===== src/rtl/irq_nest_pkg.sv =====
// Package irq_nest_pkg
// Shared types for the nested interrupt controller.
// Assumes: one event kind is chosen per cycle by the top module.
package irq_nest_pkg;

    // What the controller does in a given cycle
    typedef enum logic [1:0] {
        EV_IDLE     = 2'd0,  // nothing happens to in-service state
        EV_DISPATCH = 2'd1,  // a pending level is entered
        EV_REENTER  = 2'd2,  // marked return re-enters the same level
        EV_POP      = 2'd3   // return leaves the current level
    } nest_ev_e;

endpackage


===== src/rtl/irq_lsb_pick.sv =====
// Module irq_lsb_pick
// Finds the lowest-indexed set bit of a request vector, i.e. the
// highest-priority level, since a lower number outranks a higher one.
// Assumes: purely combinational; idx is zero when any_set is low.
module irq_lsb_pick #(
    parameter  int N  = 5,
    localparam int IW = (N > 1) ? $clog2(N) : 1
) (
    input  logic [N-1:0]  req,
    output logic          any_set,
    output logic [IW-1:0] idx
);

    logic [N-1:0] none_below;
    logic [N-1:0] grant;

    assign none_below[0] = 1'b1;

    // Ripple chain: bit i is granted only if no lower bit requests
    for (genvar gi = 1; gi < N; gi++) begin : g_chain
        assign none_below[gi] = none_below[gi-1] & ~req[gi-1];
    end

    assign grant   = req & none_below;
    assign any_set = |req;

    // Encode the single granted bit into an index
    always_comb begin
        idx = '0;
        for (int i = 0; i < N; i++) begin
            if (grant[i]) idx = idx | IW'(i);
        end
    end

endmodule


===== src/rtl/irq_vec_tbl.sv =====
// Module irq_vec_tbl
// Holds one handler address per level, written by byte offset with
// four-byte spacing (entry = offset / 4), read by level index.
// Assumes: low two offset bits are ignored; entries past the level
// count are dropped; synchronous active-low reset clears all entries.
module irq_vec_tbl #(
    parameter  int NLVL = 5,
    parameter  int AW   = 32,
    localparam int IW   = (NLVL > 1) ? $clog2(NLVL) : 1,
    localparam int OFFW = IW + 2
) (
    input  logic            clk,
    input  logic            rst_n,
    input  logic            wr_en,
    input  logic [OFFW-1:0] wr_off,
    input  logic [AW-1:0]   wr_data,
    input  logic [IW-1:0]   rd_idx,
    output logic [AW-1:0]   rd_data
);

    logic [IW-1:0] wr_idx;
    logic [AW-1:0] entry [NLVL];

    assign wr_idx = wr_off[OFFW-1:2];

    // One register per table entry
    for (genvar gi = 0; gi < NLVL; gi++) begin : g_ent
        // Store the address when its slot is addressed
        always_ff @(posedge clk) begin
            if (!rst_n) begin
                entry[gi] <= '0;
            end else if (wr_en && (wr_idx == IW'(gi))) begin
                entry[gi] <= wr_data;
            end
        end
    end

    // Read mux by level index
    always_comb begin
        rd_data = '0;
        for (int i = 0; i < NLVL; i++) begin
            if (rd_idx == IW'(i)) rd_data = entry[i];
        end
    end

endmodule


===== src/rtl/irq_nest_ctrl.sv =====
// Module irq_nest_ctrl
// Prioritized nested interrupt controller for levels LVL_BASE up to
// LVL_BASE+NLVL-1. The top level number is the base context: it is
// current whenever nothing else is in service and is never entered.
// Keeps pending, mask and in-service vectors, arbitrates by lowest
// level number and handles self-nesting through bit 0 of return
// addresses. Assumes: one raise and one return per cycle at most; a
// return takes the cycle, so no dispatch is decided in the same cycle.
module irq_nest_ctrl
    import irq_nest_pkg::*;
#(
    parameter  int NLVL     = 5,
    parameter  int LVL_BASE = 11,
    parameter  int AW       = 32,
    parameter  int CFG_W    = 8,
    parameter  int NEST_BIT = 2,
    localparam int LW       = $clog2(LVL_BASE + NLVL),
    localparam int IW       = (NLVL > 1) ? $clog2(NLVL) : 1,
    localparam int OFFW     = IW + 2
) (
    input  logic             clk,
    input  logic             rst_n,
    input  logic             vec_wr_en,
    input  logic [OFFW-1:0]  vec_wr_off,
    input  logic [AW-1:0]    vec_wr_data,
    input  logic             mask_wr_en,
    input  logic [NLVL-1:0]  mask_wr_data,
    input  logic             cfg_wr_en,
    input  logic [CFG_W-1:0] cfg_wr_data,
    input  logic             raise_en,
    input  logic [LW-1:0]    raise_lvl,
    input  logic [AW-1:0]    core_pc,
    input  logic             rti_en,
    input  logic [AW-1:0]    rti_addr,
    output logic             disp_vld,
    output logic [LW-1:0]    disp_lvl,
    output logic [AW-1:0]    disp_vec,
    output logic [AW-1:0]    disp_ret,
    output logic [NLVL-1:0]  pend_q,
    output logic [NLVL-1:0]  mask_q,
    output logic [NLVL-1:0]  insvc_q,
    output logic             nest_en_q,
    output logic [LW-1:0]    cur_lvl
);

    localparam logic [IW-1:0] BASE_IDX = IW'(NLVL - 1);

    logic [NLVL-1:0] cand;
    logic [NLVL-1:0] raise_hit;
    logic [NLVL-1:0] pend_nxt;
    logic [NLVL-1:0] insvc_nxt;
    logic            win_any;
    logic [IW-1:0]   win_idx;
    logic            busy;
    logic [IW-1:0]   busy_idx;
    logic [IW-1:0]   cur_idx;
    logic            self_ok;
    logic            arb_go;
    logic [AW-1:0]   tbl_vec;
    logic [IW-1:0]   disp_idx_q;
    logic            disp_arb_q;
    nest_ev_e        ev;

    assign cand = pend_q & mask_q;

    // Winner among enabled pending levels
    irq_lsb_pick #(.N(NLVL)) u_pick_win (
        .req     (cand),
        .any_set (win_any),
        .idx     (win_idx)
    );

    // Innermost (highest-priority) level in service
    irq_lsb_pick #(.N(NLVL)) u_pick_cur (
        .req     (insvc_q),
        .any_set (busy),
        .idx     (busy_idx)
    );

    irq_vec_tbl #(.NLVL(NLVL), .AW(AW)) u_tbl (
        .clk     (clk),
        .rst_n   (rst_n),
        .wr_en   (vec_wr_en),
        .wr_off  (vec_wr_off),
        .wr_data (vec_wr_data),
        .rd_idx  (win_idx),
        .rd_data (tbl_vec)
    );

    assign cur_idx  = busy ? busy_idx : BASE_IDX;
    assign cur_lvl  = LW'(LVL_BASE) + LW'(cur_idx);
    assign disp_lvl = LW'(LVL_BASE) + LW'(disp_idx_q);

    // Decode a raise command into a one-bit-per-level set vector
    for (genvar gi = 0; gi < NLVL; gi++) begin : g_raise
        assign raise_hit[gi] = raise_en && (raise_lvl == LW'(LVL_BASE + gi));
    end

    // Same-level re-entry is allowed only for a real in-service level
    assign self_ok = nest_en_q && busy && (win_idx == cur_idx);
    assign arb_go  = win_any && ((win_idx < cur_idx) || self_ok);

    // Choose this cycle's event: a return always takes precedence
    always_comb begin
        ev = EV_IDLE;
        if (rti_en) begin
            if (busy && nest_en_q && rti_addr[0]) ev = EV_REENTER;
            else if (busy)                         ev = EV_POP;
        end else if (arb_go) begin
            ev = EV_DISPATCH;
        end
    end

    // Next pending vector: clear on entry, then add the new raise
    always_comb begin
        pend_nxt = pend_q;
        if (ev == EV_DISPATCH) pend_nxt[win_idx] = 1'b0;
        pend_nxt = pend_nxt | raise_hit;
    end

    // Next in-service vector: set on entry, clear on unmarked return
    always_comb begin
        insvc_nxt = insvc_q;
        if (ev == EV_DISPATCH) insvc_nxt[win_idx] = 1'b1;
        if (ev == EV_POP)      insvc_nxt[cur_idx] = 1'b0;
    end

    // Architectural state registers
    always_ff @(posedge clk) begin
        if (!rst_n) begin
            pend_q    <= '0;
            mask_q    <= '0;
            insvc_q   <= '0;
            nest_en_q <= 1'b0;
        end else begin
            pend_q  <= pend_nxt;
            insvc_q <= insvc_nxt;
            if (mask_wr_en) mask_q    <= mask_wr_data;
            if (cfg_wr_en)  nest_en_q <= cfg_wr_data[NEST_BIT];
        end
    end

    // Registered dispatch strobe with vector and captured return
    always_ff @(posedge clk) begin
        if (!rst_n) begin
            disp_vld   <= 1'b0;
            disp_arb_q <= 1'b0;
            disp_idx_q <= '0;
            disp_vec   <= '0;
            disp_ret   <= '0;
        end else begin
            disp_vld   <= (ev == EV_DISPATCH) || (ev == EV_REENTER);
            disp_arb_q <= (ev == EV_DISPATCH);
            if (ev == EV_DISPATCH) begin
                disp_idx_q <= win_idx;
                disp_vec   <= tbl_vec;
                disp_ret   <= {core_pc[AW-1:1], self_ok};
            end else if (ev == EV_REENTER) begin
                disp_idx_q <= cur_idx;
                disp_vec   <= {rti_addr[AW-1:1], 1'b0};
                disp_ret   <= rti_addr;
            end
        end
    end


    disp_insvc_chk: assert property (@(posedge clk) disable iff (!rst_n)
        disp_vld |-> insvc_q[disp_idx_q]);


    disp_enabled_chk: assert property (@(posedge clk) disable iff (!rst_n)
        (disp_vld && disp_arb_q) |-> ($past(pend_q & mask_q) != '0));


    mark_needs_nest_chk: assert property (@(posedge clk) disable iff (!rst_n)
        (disp_vld && disp_ret[0]) |-> $past(nest_en_q));


    win_lowest_chk: assert property (@(posedge clk) disable iff (!rst_n)
        win_any |-> (cand[win_idx] &&
                     ((cand & ((NLVL'(1) << win_idx) - NLVL'(1))) == '0)));


    reenter_keep_chk: assert property (@(posedge clk) disable iff (!rst_n)
        (rti_en && rti_addr[0] && nest_en_q && busy) |=>
            (disp_vld && disp_ret[0] && $stable(insvc_q)));


    pop_one_chk: assert property (@(posedge clk) disable iff (!rst_n)
        (rti_en && busy && !(rti_addr[0] && nest_en_q)) |=>
            (!disp_vld && ($countones(insvc_q) + 1 == $countones($past(insvc_q)))));


    base_never_chk: assert property (@(posedge clk) disable iff (!rst_n)
        disp_vld |-> (disp_idx_q != BASE_IDX));

endmodule


===== config.mk =====
export PLATFORM = sky130hd
export DESIGN_NAME = irq_nest_ctrl
export DESIGN_NICKNAME = d
export VERILOG_FILES = /design/src/rtl/irq_nest_pkg.sv /design/src/rtl/irq_lsb_pick.sv /design/src/rtl/irq_vec_tbl.sv /design/src/rtl/irq_nest_ctrl.sv
export SDC_FILE = /design/constraint.sdc
export NUM_CORES = 1
export LEC_CHECK = 0
export BUFFER_PORTS_ARGS = -buffer_cell sky130_fd_sc_hd__buf_2
export CORE_AREA = 2 2 112 196
export CTS_CLUSTER_DIAMETER = 80
export DETAILED_ROUTE_END_ITERATION = 8
export DIE_AREA = 0 0 114 198
export PLACE_DENSITY = 0.76
export RECOVER_POWER = 50
export SYNTH_ARGS = -nofsm -noshare
export SYNTH_HDL_FRONTEND = slang
export SYNTH_SLANG_ARGS = --single-unit
export TNS_END_PERCENT = 100

===== constraint.sdc =====
create_clock -name clk -period 5.2 [get_ports clk]
set_clock_uncertainty 0.2 [all_clocks]
set_input_delay 0.52 -clock clk [delete_from_list [all_inputs] [get_ports clk]]
set_output_delay 0.52 -clock clk [all_outputs]
set_load 0.1 [all_outputs]

* Yosys cells after proc, flatten, opt, wreduce, memory -nomap -nowiden
Memories as Yosys holds them, arrays and structs flattened.
Cells that the tools add are included.
** Word-level totals
- Flip-flop bits (word level) :: 84
- Bits in writable memories :: 160
- Input port bits :: 125
- Output and inout bits :: 89
- Memories :: 1
** Cells by class
- Add/subtract/negate cells :: 2
- $lt $le $gt $ge :: 5
- Eq/ne operators :: 17
- Multiplexer cells :: 52
- Bitwise operators :: 28
- Reductions and logical operators :: 23
** Memories
- u_tbl.entry :: depth 5, width 32, rd ports 5, clocked after memory_dff 0, write ports 5, RTL line irq_vec_tbl.sv:22 : logic [AW-1:0] entry [NLVL];
** Operators with widths (count)
- two-way mux 32 bit :: 14
- AND 5 bit :: 5
- two-way mux 1 bit :: 21
- == test 4 bit, second input constant :: 5
- logical AND 1 bit :: 16
- two-way mux 3 bit :: 5
- two-way mux 5 bit :: 3
- two-way mux 2 bit :: 7
- == test 3 x 2 -> 1 bit, second input constant :: 4
- inverter 5 bit :: 2
- bitwise OR 5 bit :: 2
- OR reduction 5 bit :: 2
- adder 4 x 3 -> 4 bit, first input constant :: 2
- less-than comparator 3 x 4 -> 1 bit, second input constant :: 2
- inverter 1 bit :: 8
- AND 1 bit :: 6
- demux 1 bit (select 3 bit) :: 2
- == test 3 x 1 -> 1 bit, second input constant :: 2
- == test 3 bit, second input constant :: 2
- >= comparator 3 x 1 -> 1 bit, second input constant :: 2
- logical NOT 3 bit :: 2
- bitwise OR 1 bit :: 5
- == test 2 bit, second input constant :: 2
- == test 3 bit :: 1
- 4 further kinds :: 5

* Logic depth before layout (Yosys ltp)
- Depth in word-level cells :: 20
- Gate-level depth with buffers :: 19
- Depth with buffers taken out :: 13

* Cells and area by module
Synthesis repeated with hierarchy kept, for this count alone.
** Second synthesis, totals
- Cell total of the unflattened synthesis :: 1016
- Area total of the unflattened synthesis :: 11111.9 um2
** By module, submodules not included
- irq_vec_tbl :: times used 1, cells an instance 540, area each 7230.7 um2, seq. area each 4804.6 um2
- irq_nest_ctrl :: times used 1, cells an instance 460, area each 3783.6 um2, seq. area each 1681.6 um2
- irq_lsb_pick :: times used 2, cells an instance 8, area each 48.8 um2, seq. area each 0.0 um2

* Worst setup path before layout
Ideal clock, no wire load.
- Path kind :: reg2reg
- Start point :: register insvc_q[2]
- End point :: register disp_idx_q[2]
- Setup time :: 0.137 ns
- Arrival time :: 6.359 ns
- Data required time :: 4.863 ns
- Slack :: -1.496 ns
- Cell stages (with the launch flop) :: 17
- Buffers on the path :: 6
- Cells stage by stage :: dfxtp_1 > nor2b_1 > o21ai_0 > inv_1 > ha_1 > and4b_1 > o211ai_1 > a21boi_1 > buf_2 > clkbuf_1 > a21o_1 > ha_1 > clkbuf_1 > clkbuf_1 > clkbuf_1 > clkbuf_1 > a31oi_1
** Between the ends
- Word-level cells in the longest chain between the ends :: 14
- Elaborated cells on any way between the ends :: 25
- Those cells by class :: order compare: 1; eq/ne: 3; mux: 10; bitwise: 4; reduce/logical: 7
** Ends and longest elaborated chain
- start, declared :: RTL line irq_nest_ctrl.sv:41 : output logic [NLVL-1:0] insvc_q,
- start signal, assigned :: RTL line irq_nest_ctrl.sv:137 : insvc_q <= insvc_nxt;
- parallel branches: the longest is 14 deep, another holds less-than comparator 3 bit
- end signal, assigned :: RTL line irq_nest_ctrl.sv:155 : disp_idx_q <= win_idx;
- end signal, assigned :: RTL line irq_nest_ctrl.sv:159 : disp_idx_q <= cur_idx;
- end, declared :: RTL line irq_nest_ctrl.sv:60 : logic [IW-1:0] disp_idx_q;
Several ways; the timed one is not identified. The select of a mux whose other input is x is not followed.
A chain may end at the register's enable or synchronous reset.

* Worst setup path after layout
- Start point :: register pend_q[1]
- End point :: register disp_vec[8]
** Between the ends
- Word-level cells in the longest chain between the ends :: 15
- Elaborated cells on any way between the ends :: 32
- Those cells by class :: order compare: 1; eq/ne: 7; mux: 12; bitwise: 6; reduce/logical: 6
** Ends and longest elaborated chain
- start, declared :: RTL line irq_nest_ctrl.sv:39 : output logic [NLVL-1:0] pend_q,
- start signal, assigned :: RTL line irq_nest_ctrl.sv:136 : pend_q <= pend_nxt;
- AND 5 bit (*) :: RTL line irq_nest_ctrl.sv:64 : assign cand = pend_q & mask_q;
- parallel branches: the longest is 14 deep, another holds less-than comparator 3 bit
- end signal, assigned :: RTL line irq_nest_ctrl.sv:156 : disp_vec <= tbl_vec;
- end signal, assigned :: RTL line irq_nest_ctrl.sv:160 : disp_vec <= {rti_addr[AW-1:1], 1'b0};
- end, declared :: RTL line irq_nest_ctrl.sv:37 : output logic [AW-1:0] disp_vec,
Every way passes the cells marked *.

==> run_results.csv <==
group,metric,value,unit
power,power_density,318,nW/µm²
synth,synth_enable_flop_cells,160,
synth,synth-async-reset-ratio,0,
sta,layout_worst_path_cycle_share,0.902,
cts,clock_latency,0.51,ns
synth,netlist_area,11600,µm²
worst_setup_path,critical_path_startpoint,"pend_q[1]",
synth,synthesis.nets,1273,
sta,maxSlewViolCount,160,
finish,drive_above_1_share,0.165,
placement,globalplace.congestion,0.853,
synth,synth_flop_cell,"sky130_fd_sc_hd__edfxtp_1",
route,post_drt_via_cell_ratio,6.25,
cts,cts.reportedPaths.clkPinSlew,0.07,ns
outcome,failed_checks,"capacitance limit, slew limit",
cts,clock_sink_count,244,
cts,post_cts_resized,0,
finish,area_growth_syn_to_layout,16.0,%
synth,yosys_warnings,0,
worst_setup_path,crit_buf_inv,3,
placement,preCtsSetupSlack,0.646,ns
global_route,track_usage,0.299,
floorplan,die_h,198,µm
worst_setup_path,crit_path_end_kind,"register",
worst_setup_path,worst_setup_path_start_kind,"register",
sta,final_period_minus_worst_setup_slack,4.69,ns
worst_setup_path,r2r.worst_path.cells,13,
worst_setup_path,register_to_register_setup_slack,0.51,ns
route,drt_wl_cell,21.9,µm
sta,setup_viol_count_final,0,
route,routed_wl,34.4,mm
sta,max_freq,213,MHz
global_route,grt_antenna_before_repair,1,
synth,netlist_instances,1142,
global_route,largest_net_degree_at_the_start_of_global_routing,91,
sta,grt_setup_unrepaired,"false",
global_route,globalRouteOverflowTotal,0,
route,drt_iter0_drc,1113,
worst_setup_path,rr_endpoint,"disp_vec[8]",
placement,dp.final_hpwl,20.8,mm
power,max-vdd-ir-drop,275,µV
worst_setup_path,critPathArrivalTime,4.74,ns
finish,final_nets,1426,
cts,clock_h_tree_levels,1,
sta,hold_viol_final,0,
power,total_leakage_power,4.90,nW
route,antenna_left,0,
global_route,vias_in_the_first_global_route,9767,
worst_setup_path,critical_path.top_delay_family,"compound AO/OA/AOI/OAI gates",
sta,setup_total_negative_slack,0,ns
cts,clockRootBuffer,"sky130_fd_sc_hd__clkbuf_16",
worst_setup_path,cpPeakStageDelay,0.52,ns
sta,worst-slew-pin-transition,3.76,ns
cts,cts_tree,"yes",
worst_hold_path,min-delay-path-class,"in2reg",
finish,layout.filler_cells,1776,
placement,placed_cells_incl_taps,1526,
worst_setup_path,crit_slowest_cell,"sky130_fd_sc_hd__a22oi_2",
floorplan,rows,71,
sta,postLayoutSetupSlackWorst,0.512,ns
synth,synth_sequential_area_ratio,0.560,
worst_setup_path,critical_path.max_fanout,45,
synth,synth.lib_cells_used.distinct,59,
synth,synth.avg_cell_area,10.1,µm²
worst_setup_path,timing.critical_path.required,5.26,ns
floorplan,dieArea,22600,µm²
outcome,status,"finished, violations left",
cts,holdBufCountCts,0,
route,post-route-drc-count,0,
placement,place.port_buffers,202,
floorplan,design.core.area,21100,µm²
sta,max_slew_margin,-1.51,
synth,ys_ff_latch,244,
worst_setup_path,timing.critical_path.to,"disp_vec[8]",
route,detailroute.via_count,9794,
worst_setup_path,crit_path_cell_trace,"a22oi_2 > nand4_1 > inv_1 > ha_1 > a211oi_1 > o21ai_0 > a21boi_4 > a21o_1 > ha_4 > clkinv_1 > buf_4 > a2bb2oi_1 > o32ai_1",
route,firstDrtPassIters,6,
worst_setup_path,timing.rr.start,"pend_q[1]",
floorplan,initial_utilization,0.548,
cts,numCtsBuffers,22,
floorplan,pin_count,214,
global_route,grt_first_pass_wirelength,52.1,mm
flow_run,cap_viol_max_count,3,
cts,cts_post_setup_buffers_inserted,0,
worst_setup_path,path_depth,13,
finish,layout.core_utilization,0.636,
worst_setup_path,worst-setup-path-type,"reg2reg",
cts,largest_buffer_count_on_any_clock_path,3,
power,p_total,4.28,mW
finish,stdcell_count,1568,
floorplan,die_width,114,µm
[cell type report]
type / count / area [µm²] / area share
Antenna cell: 2 / 5.00 / 0.000372
Clock inverter: 10 / 105 / 0.00782
Multi-Input combinational cell: 787 / 4750 / 0.354
Clock buffer: 30 / 612 / 0.0455
Tap cell: 255 / 319 / 0.0237
Inverter: 11 / 41.3 / 0.00307
Sequential cell: 244 / 6490 / 0.483
Timing Repair Buffer: 229 / 1120 / 0.0833
[stage by stage]
stage | area (µm²) | hold WS [ns]
global placement | 12800 | 0.260
floorplan | 11600 | 0.305
finish | 13400 | 0.0393
global route | 13400 | 0.0230
CTS | 13500 | 0.0263
detailed placement | 12800 | 0.269
[cell families after synthesis]
logic type               count (synthesis)  share of synthesized area
flip-flops                             244                      0.560
AO/OA/AOI/OAI                          298                      0.174
multiplexers                             6                    0.00518
AND/OR/NAND/NOR                        474                      0.213
adder cells (fa/ha/maj)                  6                    0.00648
XOR/XNOR                                 2                    0.00151
other                                    1                   0.000324
buffers and inverters                  111                     0.0399
[how the worst min path moves through the flow]
stage / from / endpoint / slack (ns) / cells after the start
3_3_place_gp: disp_vec[0] / disp_vec[0] / 0.26 / 2
6_report: raise_lvl[1] / pend_q[1] / 0.04 / 2
3_5_place_dp: disp_vec[0] / disp_vec[0] / 0.27 / 2
4_1_cts: raise_lvl[1] / pend_q[1] / 0.03 / 2
2_1_floorplan: u_tbl.entry[0][10] / disp_vec[10] / 0.31 / 2
5_1_grt: raise_lvl[1] / pend_q[1] / 0.02 / 2
[where the power goes]
part	leakage (nW)	internal [mW]	total, mW	switching, mW
combinational	2.33	0.104	0.443	0.339
sequential	2.23	2.17	2.21	0.0405
clock	0.351	0.928	1.62	0.694
total	4.90	3.20	4.28	1.07
[cell usage in the layout (no fill, tap or decap), drive strengths merged, types with 5 or more instances in the layout]
master	synthesis	layout
o32ai	28	28
a2111oi	26	26
nor2	48	48
mux2i	6	6
ha	6	6
a222oi	6	6
inv	9	9
a21oi	36	36
clkinv	2	9
edfxtp	160	160
and2	190	190
nor4	27	27
nand2	133	133
a31oi	39	39
and3	5	5
o31ai	6	6
dfxtp	84	84
clkbuf	83	106
o211ai	5	5
nor3	56	56
buf	17	153
o21ai	100	100
a2bb2oi	26	26
[cell usage after synthesis (2+ instances only)]
cell	count	area, µm²
sky130_fd_sc_hd__and2_1	177	1110
sky130_fd_sc_hd__edfxtp_1	160	4800
sky130_fd_sc_hd__nand2_1	133	499
sky130_fd_sc_hd__o21ai_0	99	495
sky130_fd_sc_hd__dfxtp_1	84	1680
sky130_fd_sc_hd__clkbuf_1	83	312
sky130_fd_sc_hd__nor3_1	56	280
sky130_fd_sc_hd__nor2_1	48	180
sky130_fd_sc_hd__a31oi_1	39	244
sky130_fd_sc_hd__a21oi_1	36	180
sky130_fd_sc_hd__o32ai_1	28	245
sky130_fd_sc_hd__a2111oi_0	26	228
sky130_fd_sc_hd__a2bb2oi_1	26	228
sky130_fd_sc_hd__nor4_1	26	163
sky130_fd_sc_hd__and2_0	13	81.3
sky130_fd_sc_hd__buf_2	9	45.0
sky130_fd_sc_hd__inv_1	8	30.0
sky130_fd_sc_hd__a222oi_1	6	60.1
sky130_fd_sc_hd__ha_1	6	75.1
sky130_fd_sc_hd__mux2i_1	6	60.1
sky130_fd_sc_hd__o31ai_1	6	45.0
sky130_fd_sc_hd__and3_1	5	31.3
sky130_fd_sc_hd__o211ai_1	5	37.5
sky130_fd_sc_hd__buf_6	4	45.0
sky130_fd_sc_hd__nand2b_1	4	25.0
sky130_fd_sc_hd__o221ai_1	4	35.0
sky130_fd_sc_hd__buf_1	3	11.3
sky130_fd_sc_hd__o221a_2	3	33.8
sky130_fd_sc_hd__a21o_1	2	15.0
sky130_fd_sc_hd__a221oi_1	2	17.5
sky130_fd_sc_hd__clkinv_1	2	7.51
sky130_fd_sc_hd__nand3_1	2	10.0
sky130_fd_sc_hd__nand4b_1	2	17.5
sky130_fd_sc_hd__o41ai_1	2	17.5
sky130_fd_sc_hd__or2_2	2	12.5
sky130_fd_sc_hd__xnor2_1	2	17.5
[routing by layer]
| metal | global-route usage | vias to the layer above | part of all wire |
|---|---|---|---|
| li1 | - | 4504 | - |
| met4 | 0.124 | 0 | 0.034 |
| met5 | 0 | - | 0 |
| met2 | 0.539 | 579 | 0.50 |
| met1 | 0.347 | 4623 | 0.36 |
| met3 | 0.0496 | 88 | 0.097 |
[sequential cells by signal, indices dropped and copies added, names as in the netlist]
name	count
disp_idx_q	3
disp_ret	32
disp_vec	32
disp_vld	1
insvc_q	5
mask_q	5
nest_en_q	1
pend_q	5
u_tbl.entry	160
Power figures use the tool's default switching activity.
